### src/rtl/prd_pkg.sv
package prd_pkg;

  localparam int unsigned PRD_CNT_W  = 16;
  localparam int unsigned PRD_CODE_W = 4;
  localparam int unsigned PRD_EXP_W  = $clog2(PRD_CNT_W);

  // decoded rate: whether the divider runs and the period exponent
  typedef struct packed {
    logic                 run;
    logic [PRD_EXP_W-1:0] exp;
  } prd_rate_t;

  // one periodic event and its qualified variants
  typedef struct packed {
    logic flag;
    logic irq;
    logic sqw;
  } prd_evt_t;

endpackage

### src/rtl/prd_rate_decode.sv
module prd_rate_decode
  import prd_pkg::*;
#(
  parameter int unsigned CODE_W = PRD_CODE_W,
  parameter int unsigned EXP_W  = PRD_EXP_W,
  parameter int unsigned REMAP_MAX = 2,
  parameter int unsigned REMAP_ADD = 7
) (
  input  logic [CODE_W-1:0] rate_sel,
  input  logic              irq_en,
  input  logic              sqw_en,
  output prd_rate_t         rate
);

  localparam int unsigned EFF_W = CODE_W + 1;

  logic [EFF_W-1:0] eff_code;
  logic [EFF_W-1:0] exp_full;

  always_comb begin
    // slow remap of the lowest nonzero codes
    if ({1'b0, rate_sel} <= EFF_W'(REMAP_MAX)) begin
      eff_code = {1'b0, rate_sel} + EFF_W'(REMAP_ADD);
    end else begin
      eff_code = {1'b0, rate_sel};
    end
    exp_full = eff_code - EFF_W'(1);
    rate.run = (rate_sel != '0) && (irq_en || sqw_en);
    rate.exp = exp_full[EXP_W-1:0];
  end

endmodule

### src/rtl/prd_tick_counter.sv
module prd_tick_counter #(
  parameter int unsigned CNT_W = 16
) (
  input  logic             clk,
  input  logic             rst_n,
  input  logic             tick_en,
  output logic [CNT_W-1:0] cnt_q,
  output logic [CNT_W-1:0] cnt_inc
);

  logic [CNT_W-1:0] cnt_d;

  always_comb begin
    cnt_inc = cnt_q + CNT_W'(1);
    cnt_d   = cnt_q;
    if (tick_en) begin
      cnt_d = cnt_inc;
    end
  end

  always_ff @(posedge clk or negedge rst_n) begin
    if (!rst_n) begin
      cnt_q <= '0;
    end else begin
      cnt_q <= cnt_d;
    end
  end

endmodule

### src/rtl/prd_boundary_detect.sv
module prd_boundary_detect
  import prd_pkg::*;
#(
  parameter int unsigned CNT_W = PRD_CNT_W,
  parameter int unsigned EXP_W = PRD_EXP_W
) (
  input  logic             tick_en,
  input  prd_rate_t        rate,
  input  logic [CNT_W-1:0] cnt_inc,
  output logic             boundary
);

  logic [CNT_W-1:0] low_mask;

  // one mask bit per count bit: set below the period exponent
  for (genvar gi = 0; gi < CNT_W; gi++) begin : g_mask
    assign low_mask[gi] = (EXP_W'(gi) < rate.exp);
  end

  always_comb begin
    boundary = tick_en && rate.run && ((cnt_inc & low_mask) == '0);
  end

endmodule

### src/rtl/prd_event_out.sv
module prd_event_out
  import prd_pkg::*;
(
  input  logic     clk,
  input  logic     rst_n,
  input  logic     boundary,
  input  logic     irq_en,
  input  logic     sqw_en,
  output prd_evt_t evt_q
);

  prd_evt_t evt_d;

  always_comb begin
    evt_d.flag = boundary;
    evt_d.irq  = boundary && irq_en;
    evt_d.sqw  = boundary && sqw_en;
  end

  always_ff @(posedge clk or negedge rst_n) begin
    if (!rst_n) begin
      evt_q <= '0;
    end else begin
      evt_q <= evt_d;
    end
  end

endmodule

### src/rtl/prd_rate_divider.sv
module prd_rate_divider
  import prd_pkg::*;
#(
  parameter int unsigned CNT_W  = PRD_CNT_W,
  parameter int unsigned CODE_W = PRD_CODE_W
) (
  input  logic              clk,
  input  logic              rst_n,
  input  logic              tick_en,
  input  logic [CODE_W-1:0] rate_sel,
  input  logic              irq_en,
  input  logic              sqw_en,
  output logic              flag_set,
  output logic              irq_req,
  output logic              sqw_pulse
);

  localparam int unsigned EXP_W = $clog2(CNT_W);

  prd_rate_t        rate;
  logic [CNT_W-1:0] cnt_q;
  logic [CNT_W-1:0] cnt_inc;
  logic             boundary;
  prd_evt_t         evt_q;

  prd_rate_decode #(
    .CODE_W (CODE_W),
    .EXP_W  (EXP_W)
  ) u_decode (
    .rate_sel (rate_sel),
    .irq_en   (irq_en),
    .sqw_en   (sqw_en),
    .rate     (rate)
  );

  prd_tick_counter #(
    .CNT_W (CNT_W)
  ) u_count (
    .clk     (clk),
    .rst_n   (rst_n),
    .tick_en (tick_en),
    .cnt_q   (cnt_q),
    .cnt_inc (cnt_inc)
  );

  prd_boundary_detect #(
    .CNT_W (CNT_W),
    .EXP_W (EXP_W)
  ) u_detect (
    .tick_en  (tick_en),
    .rate     (rate),
    .cnt_inc  (cnt_inc),
    .boundary (boundary)
  );

  prd_event_out u_out (
    .clk      (clk),
    .rst_n    (rst_n),
    .boundary (boundary),
    .irq_en   (irq_en),
    .sqw_en   (sqw_en),
    .evt_q    (evt_q)
  );

  assign flag_set  = evt_q.flag;
  assign irq_req   = evt_q.irq;
  assign sqw_pulse = evt_q.sqw;

endmodule

### config.mk
export PLATFORM = sky130hd
export DESIGN_NAME = prd_rate_divider
export DESIGN_NICKNAME = d
export VERILOG_FILES = /design/src/rtl/prd_pkg.sv /design/src/rtl/prd_rate_decode.sv /design/src/rtl/prd_tick_counter.sv /design/src/rtl/prd_boundary_detect.sv /design/src/rtl/prd_event_out.sv /design/src/rtl/prd_rate_divider.sv
export SDC_FILE = /design/constraint.sdc
export NUM_CORES = 1
export LEC_CHECK = 0
export ABC_AREA = 1
export ABC_CLOCK_PERIOD_IN_PS = 2900
export CELL_PAD_IN_SITES_DETAIL_PLACEMENT = 1
export CELL_PAD_IN_SITES_GLOBAL_PLACEMENT = 1
export CORE_MARGIN = 2
export CORE_UTILIZATION = 40
export DETAILED_ROUTE_END_ITERATION = 7
export DONT_BUFFER_PORTS = 1
export HOLD_SLACK_MARGIN = 0.15
export PLACE_DENSITY_LB_ADDON = 0.1
export SLEW_MARGIN = 15
export SYNTH_ARGS = -nofsm -noshare
export SYNTH_HDL_FRONTEND = slang
export SYNTH_SLANG_ARGS = --single-unit
export TNS_END_PERCENT = 50
### constraint.sdc
create_clock -name clk -period 2.9 [get_ports clk]
set_clock_uncertainty 0.05 [all_clocks]
set_input_delay 0.87 -clock clk [delete_from_list [all_inputs] [get_ports clk]]
set_output_delay 0.87 -clock clk [all_outputs]
set_load 0.01 [all_outputs]
Yosys cells after proc, flatten, opt, wreduce, memory -nomap -nowiden:

Cells that the tools add are included.

* bits in registers: 19
* bits in latches: 0
* bits in writable memories: 0
* ROM bits: 0
* input bits: 9
* memories kept: 0

* add/subtract/negate cells: 3
* multiply operators: 0
* divide/modulo/power cells: 0
* order comparisons: 17
* equality and inequality tests: 0
* shift-type cells: 0
* muxes and demuxes: 1
* bitwise logic cells: 1
* reduce and logical (&&, ||, !) cells: 8

Operators by type and width (number)
* $lt 4x4->1 const A: 8
* $add 16x1->16 const B: 1
* $and 16x16->16: 1
* $logic_not 16->1: 1
* $lt 3x4->1 const A: 4
* $lt 1x4->1 const A: 2
* $lt 2x4->1 const A: 2
* $logic_and 1x1->1: 5
* $add 4x3->4 const B: 1
* $le 4x2->1 const B: 1
* $mux 4: 1
* $reduce_bool 4->1: 1
* $sub 4x1->4 const B: 1
* $logic_or 1x1->1: 1

Longest topological paths before layout:

* depth in word-level cells: 8
* mapped depth: 18

Hierarchy:

Synthesis repeated with hierarchy kept, for this count alone.

* cell total of the unflattened synthesis: 222
* area, all modules: 1453.9 um^2

Modules (own cells, without submodules)
* prd_tick_counter: times used 1, cells an instance 136, area each 973.4 um^2, seq. area each 400.4 um^2
* prd_boundary_detect: times used 1, cells an instance 48, area each 198.9 um^2, seq. area each 0.0 um^2
* prd_rate_decode: times used 1, cells an instance 31, area each 191.4 um^2, seq. area each 0.0 um^2
* prd_event_out: times used 1, cells an instance 7, area each 90.1 um^2, seq. area each 75.1 um^2

Least setup slack after synthesis:

No wires, ideal clock.

* path type: input-to-reg
* start: in rate_sel[0]
* end: reg u_out.evt_q[0] (netlist name)
* setup time: 72 ps
* data arrival time: 2388 ps
* required time: 2778 ps
* slack: 390 ps
* stages on the path: 16
* buffers on the path: 0
* path through: inv_1 ha_1 inv_1 nand2_1 nand3_1 nand2_1 ha_1 nand3_1 nand2_2 inv_1 nand2_1 nand2_1 nand3_1 a21oi_2 nand3_2 nor2_1

RTL lines
* start: declaration: line prd_rate_divider.sv:10 `input logic [CODE_W-1:0] rate_sel,`

==> implementation parameters <==
Parameter                              Value

Status
  Result of the run    finished clean

Worst setup path
  CP max-delay cell    ha_1
  CP Capture Type    flip-flop
  Start-to-end type of the worst setup path    in2reg
  Cell Chain, Critical Path    inv_1, ha_1, inv_1, nand2_1, nand3_1, nand2_1, ha_1, nand3_1, nand2_2, inv_1, o21ai_0, nand2_1, nand2_1, nor2_2, nand3_2, nor2_1
  Largest stage delay, worst path    0.24 ns
  Reg-to-reg slack, setup    0.97 ns
  Largest fanout on the critical path    6
  Worst reg2reg path startpoint    u_count.cnt_q[0]
  Type of element launching the critical path    input port
  Critical Path Most Common Cell    nand2_1
  Critical path required time    3.09 ns
  Register-to-Register Path Depth    13
  Worst EP arrival    2.58 ns
  Endpoint of the worst-slack reg-to-reg timing path    u_out.evt_q[1]

STA
  Count of endpoints failing hold in the final timing report    0
  Number of max-slew violations in the final report    0
  Fmax    419.2 MHz
  Setup repair after global routing missed its margin    no
  Measured slew at the worst slew-check pin    0.2686 ns
  Setup TNS    0 ns
  Headroom to the max-slew limit    82.03%
  Time the final worst path needs with I/O delays and setup    2.385 ns
  Final setup vio count    0
  Post-route clock period utilization    82.25%

Floorplan
  Die boundary width    62.58 µm
  DIE AREA    0.003916 mm²
  Placeable core area    0.003311 mm²
  Initial core utilization    41.46%
  Number of placement rows    21
  Chip Height    62.58 µm
  Number of top-level pins    12

Layout
  Most frequent cells in the layout    nand2_1 (60), inv_1 (29), nand3_1 (23)
  Final Core Density    43.95%
  Number of filler cells placed in the layout    449
  Post-Layout Cell Count    250
  Area growth from synthesis to final layout    6.017%
  Fraction of final layout cells sized beyond drive strength 1    10.29%
  Antenna diode instance count    0
  Most common library cell in the layout ignoring fill and taps    nand2_1
  Number of nets in the layout    220

Routing
  WL met3    85 µm
  Uppermost layer routed    met4
  Wire length on met2    1639 µm
  Number of nets with antenna violations after detailed routing    0
  Routed via count    1236
  Routed vias/inst    4.944
  Wl on met1    1645 µm
  Post-detailed-route DRC marker count    0
  First-pass DRT Iterations    4
  Post-DR wirelength/cell    13.62 µm
  Sum of routed wire length over all layers    3404 µm
  Initial detailed-routing violation count    37

Global route
  Number of antenna violations at the first check in global routing    0
  Number of global-route vias before repair    1323
  GRT Overall Usage    18.88%
  Pin count of the biggest net entering global routing    26
  Leftover overflow at the end of global routing    0
  Wire length of the first global-routing pass    5968 µm

CTS
  Buffers inserted during post-CTS setup optimization    0
  Root buffer cell    clkbuf_4
  Count of clock tree sinks    18
  Maximum level of the CTS H-tree    1
  CTS buffer count    3
  Clock transition at the register clock pins on the worst setup and hold paths after CTS    0.12 ns
  Post-cts gate resize count    0
  CTS tree    built
  Clk buf depth    2
  Clock network latency to the later pin of the worst-skew pair    0.30 ns
  Hold-fix buffer count after cts    0

Power
  Static leakage    0.7172 nW
  Total internal power    0.5076 mW
  Total power after layout    0.8686 mW
  Power per cell area    596.9 mW/mm²
  Power spent charging and discharging nets    0.3609 mW
  Fraction of power spent switching nets    41.56%
  Maximum vdd drop    0.1758 mV
  Register share of total power    44.5%
  Portion of total power attributed to combinational logic    36.6%
  Clock share of power    19.0%

Place
  Number of buffers inserted by port buffering    0
  Detailed-placement wirelength estimate    2793 µm
  Placer congestion estimate    0.7595
  Dpl cells    246

Logic synthesis
  Post-synth design cell area    0.001373 mm²
  Synthesis-stage register bit count    18
  Area share of the largest cell type after synthesis    32.82%
  Synth async-reset ratio    100.0%
  Synth Flop Type    dfrtp_1
  Fraction of the yosys area taken by sequential cells    32.82%
  Total nets after synthesis    218
  Gate count of the mapped netlist    203
  Mean area per synthesized cell    6.761 µm²
  Number of warnings printed during yosys synthesis    0
  Post-synth top area cell    dfrtp_1
  Netlist cell types    22
  Post-synth EDFFs    0
  Cell types with the largest area share after synthesis    dfrtp_1 (33%), nand2_1 (16%), nand3_1 (8.4%), inv_1 (7.9%), ha_1 (5.5%)

Worst hold path
  Path type of the worst min-delay path    in2async

Flow run
  Max-cap violations    0
[synth_stat cells (3+ instances only)]
master and count:
nand3_1 23, inv_1 29, nand4_1 4, clkbuf_1 3
nand2_2 7, dfrtp_1 18, nor2_2 4, ha_1 6
nand2_1 60, nor2_1 14, xor2_1 7, o21ai_0 12
[through the flow]
step,area (µm²),worst slack [ns],hold slack (ns)
2_1_floorplan,1373,0.3904,0.4178
3_3_place_gp,1419,0.2866,0.4350
4_1_cts,1455,0.4755,0.1867
5_1_grt,1455,0.2577,0.1590
3_5_place_dp,1419,0.1609,0.4457
6_report,1455,0.5147,0.1953
[power groups by stage]
stage | Clock, mW | Combinational (mW) | Sequential (mW)
2_1_floorplan | 0 | 0.260 | 0.371
3_3_place_gp | 0 | 0.310 | 0.386
3_5_place_dp | 0 | 0.320 | 0.393
4_1_cts | 0.170 | 0.323 | 0.387
5_1_grt | 0.187 | 0.374 | 0.396
6_report | 0.165 | 0.318 | 0.386
[state kept, by name, summed over array words and instances (netlist names)]
| name | flops |
|---|---|
| u_out.evt_q | 3 |
| u_count.cnt_q | 15 |
[cell type report]
type	instances	area, µm²	share of cell area [%]
tap	46	57.56	3.955
multi-input combinational	153	802.0	55.12
inverter	29	108.9	7.481
sequential	18	450.4	30.95
clock buffer	4	36.28	2.494
[cells by family after synthesis]
kind of cell               synth area share (%)
adders and majority gates                 5.469
and+or+nand+nor                           39.93
xor gates and xnor gates                  4.467
DFF                                       32.82
buffers and inverters                     8.751
AOI/OAI and AO/OA                         8.569
[metal layers]
layer	up-vias	global-route usage, %
li1	642	-
met1	574	24.77
met2	16	32.93
met3	4	2.703
met4	0	4.167
met5	-	0
[worst max-delay path: cells and delay by family]
kind / cells / cell delay, ns
and+or+nand+nor: 10 / 0.93
adders and majority gates: 2 / 0.43
buffers and inverters: 3 / 0.24
AOI/OAI and AO/OA: 1 / 0.10
[worst max path at each step]
stage,slack (ns),start,end
final,0.51,rate_sel[0],u_out.evt_q[1]
after global routing,0.26,rate_sel[0],u_out.evt_q[0]
after CTS,0.48,rate_sel[0],u_out.evt_q[0]
after detailed placement,0.16,rate_sel[0],u_out.evt_q[0]
after global placement,0.29,rate_sel[0],u_out.evt_q[0]
after floorplan,0.39,rate_sel[0],u_out.evt_q[0]
(Power assumes the default switching activity.)
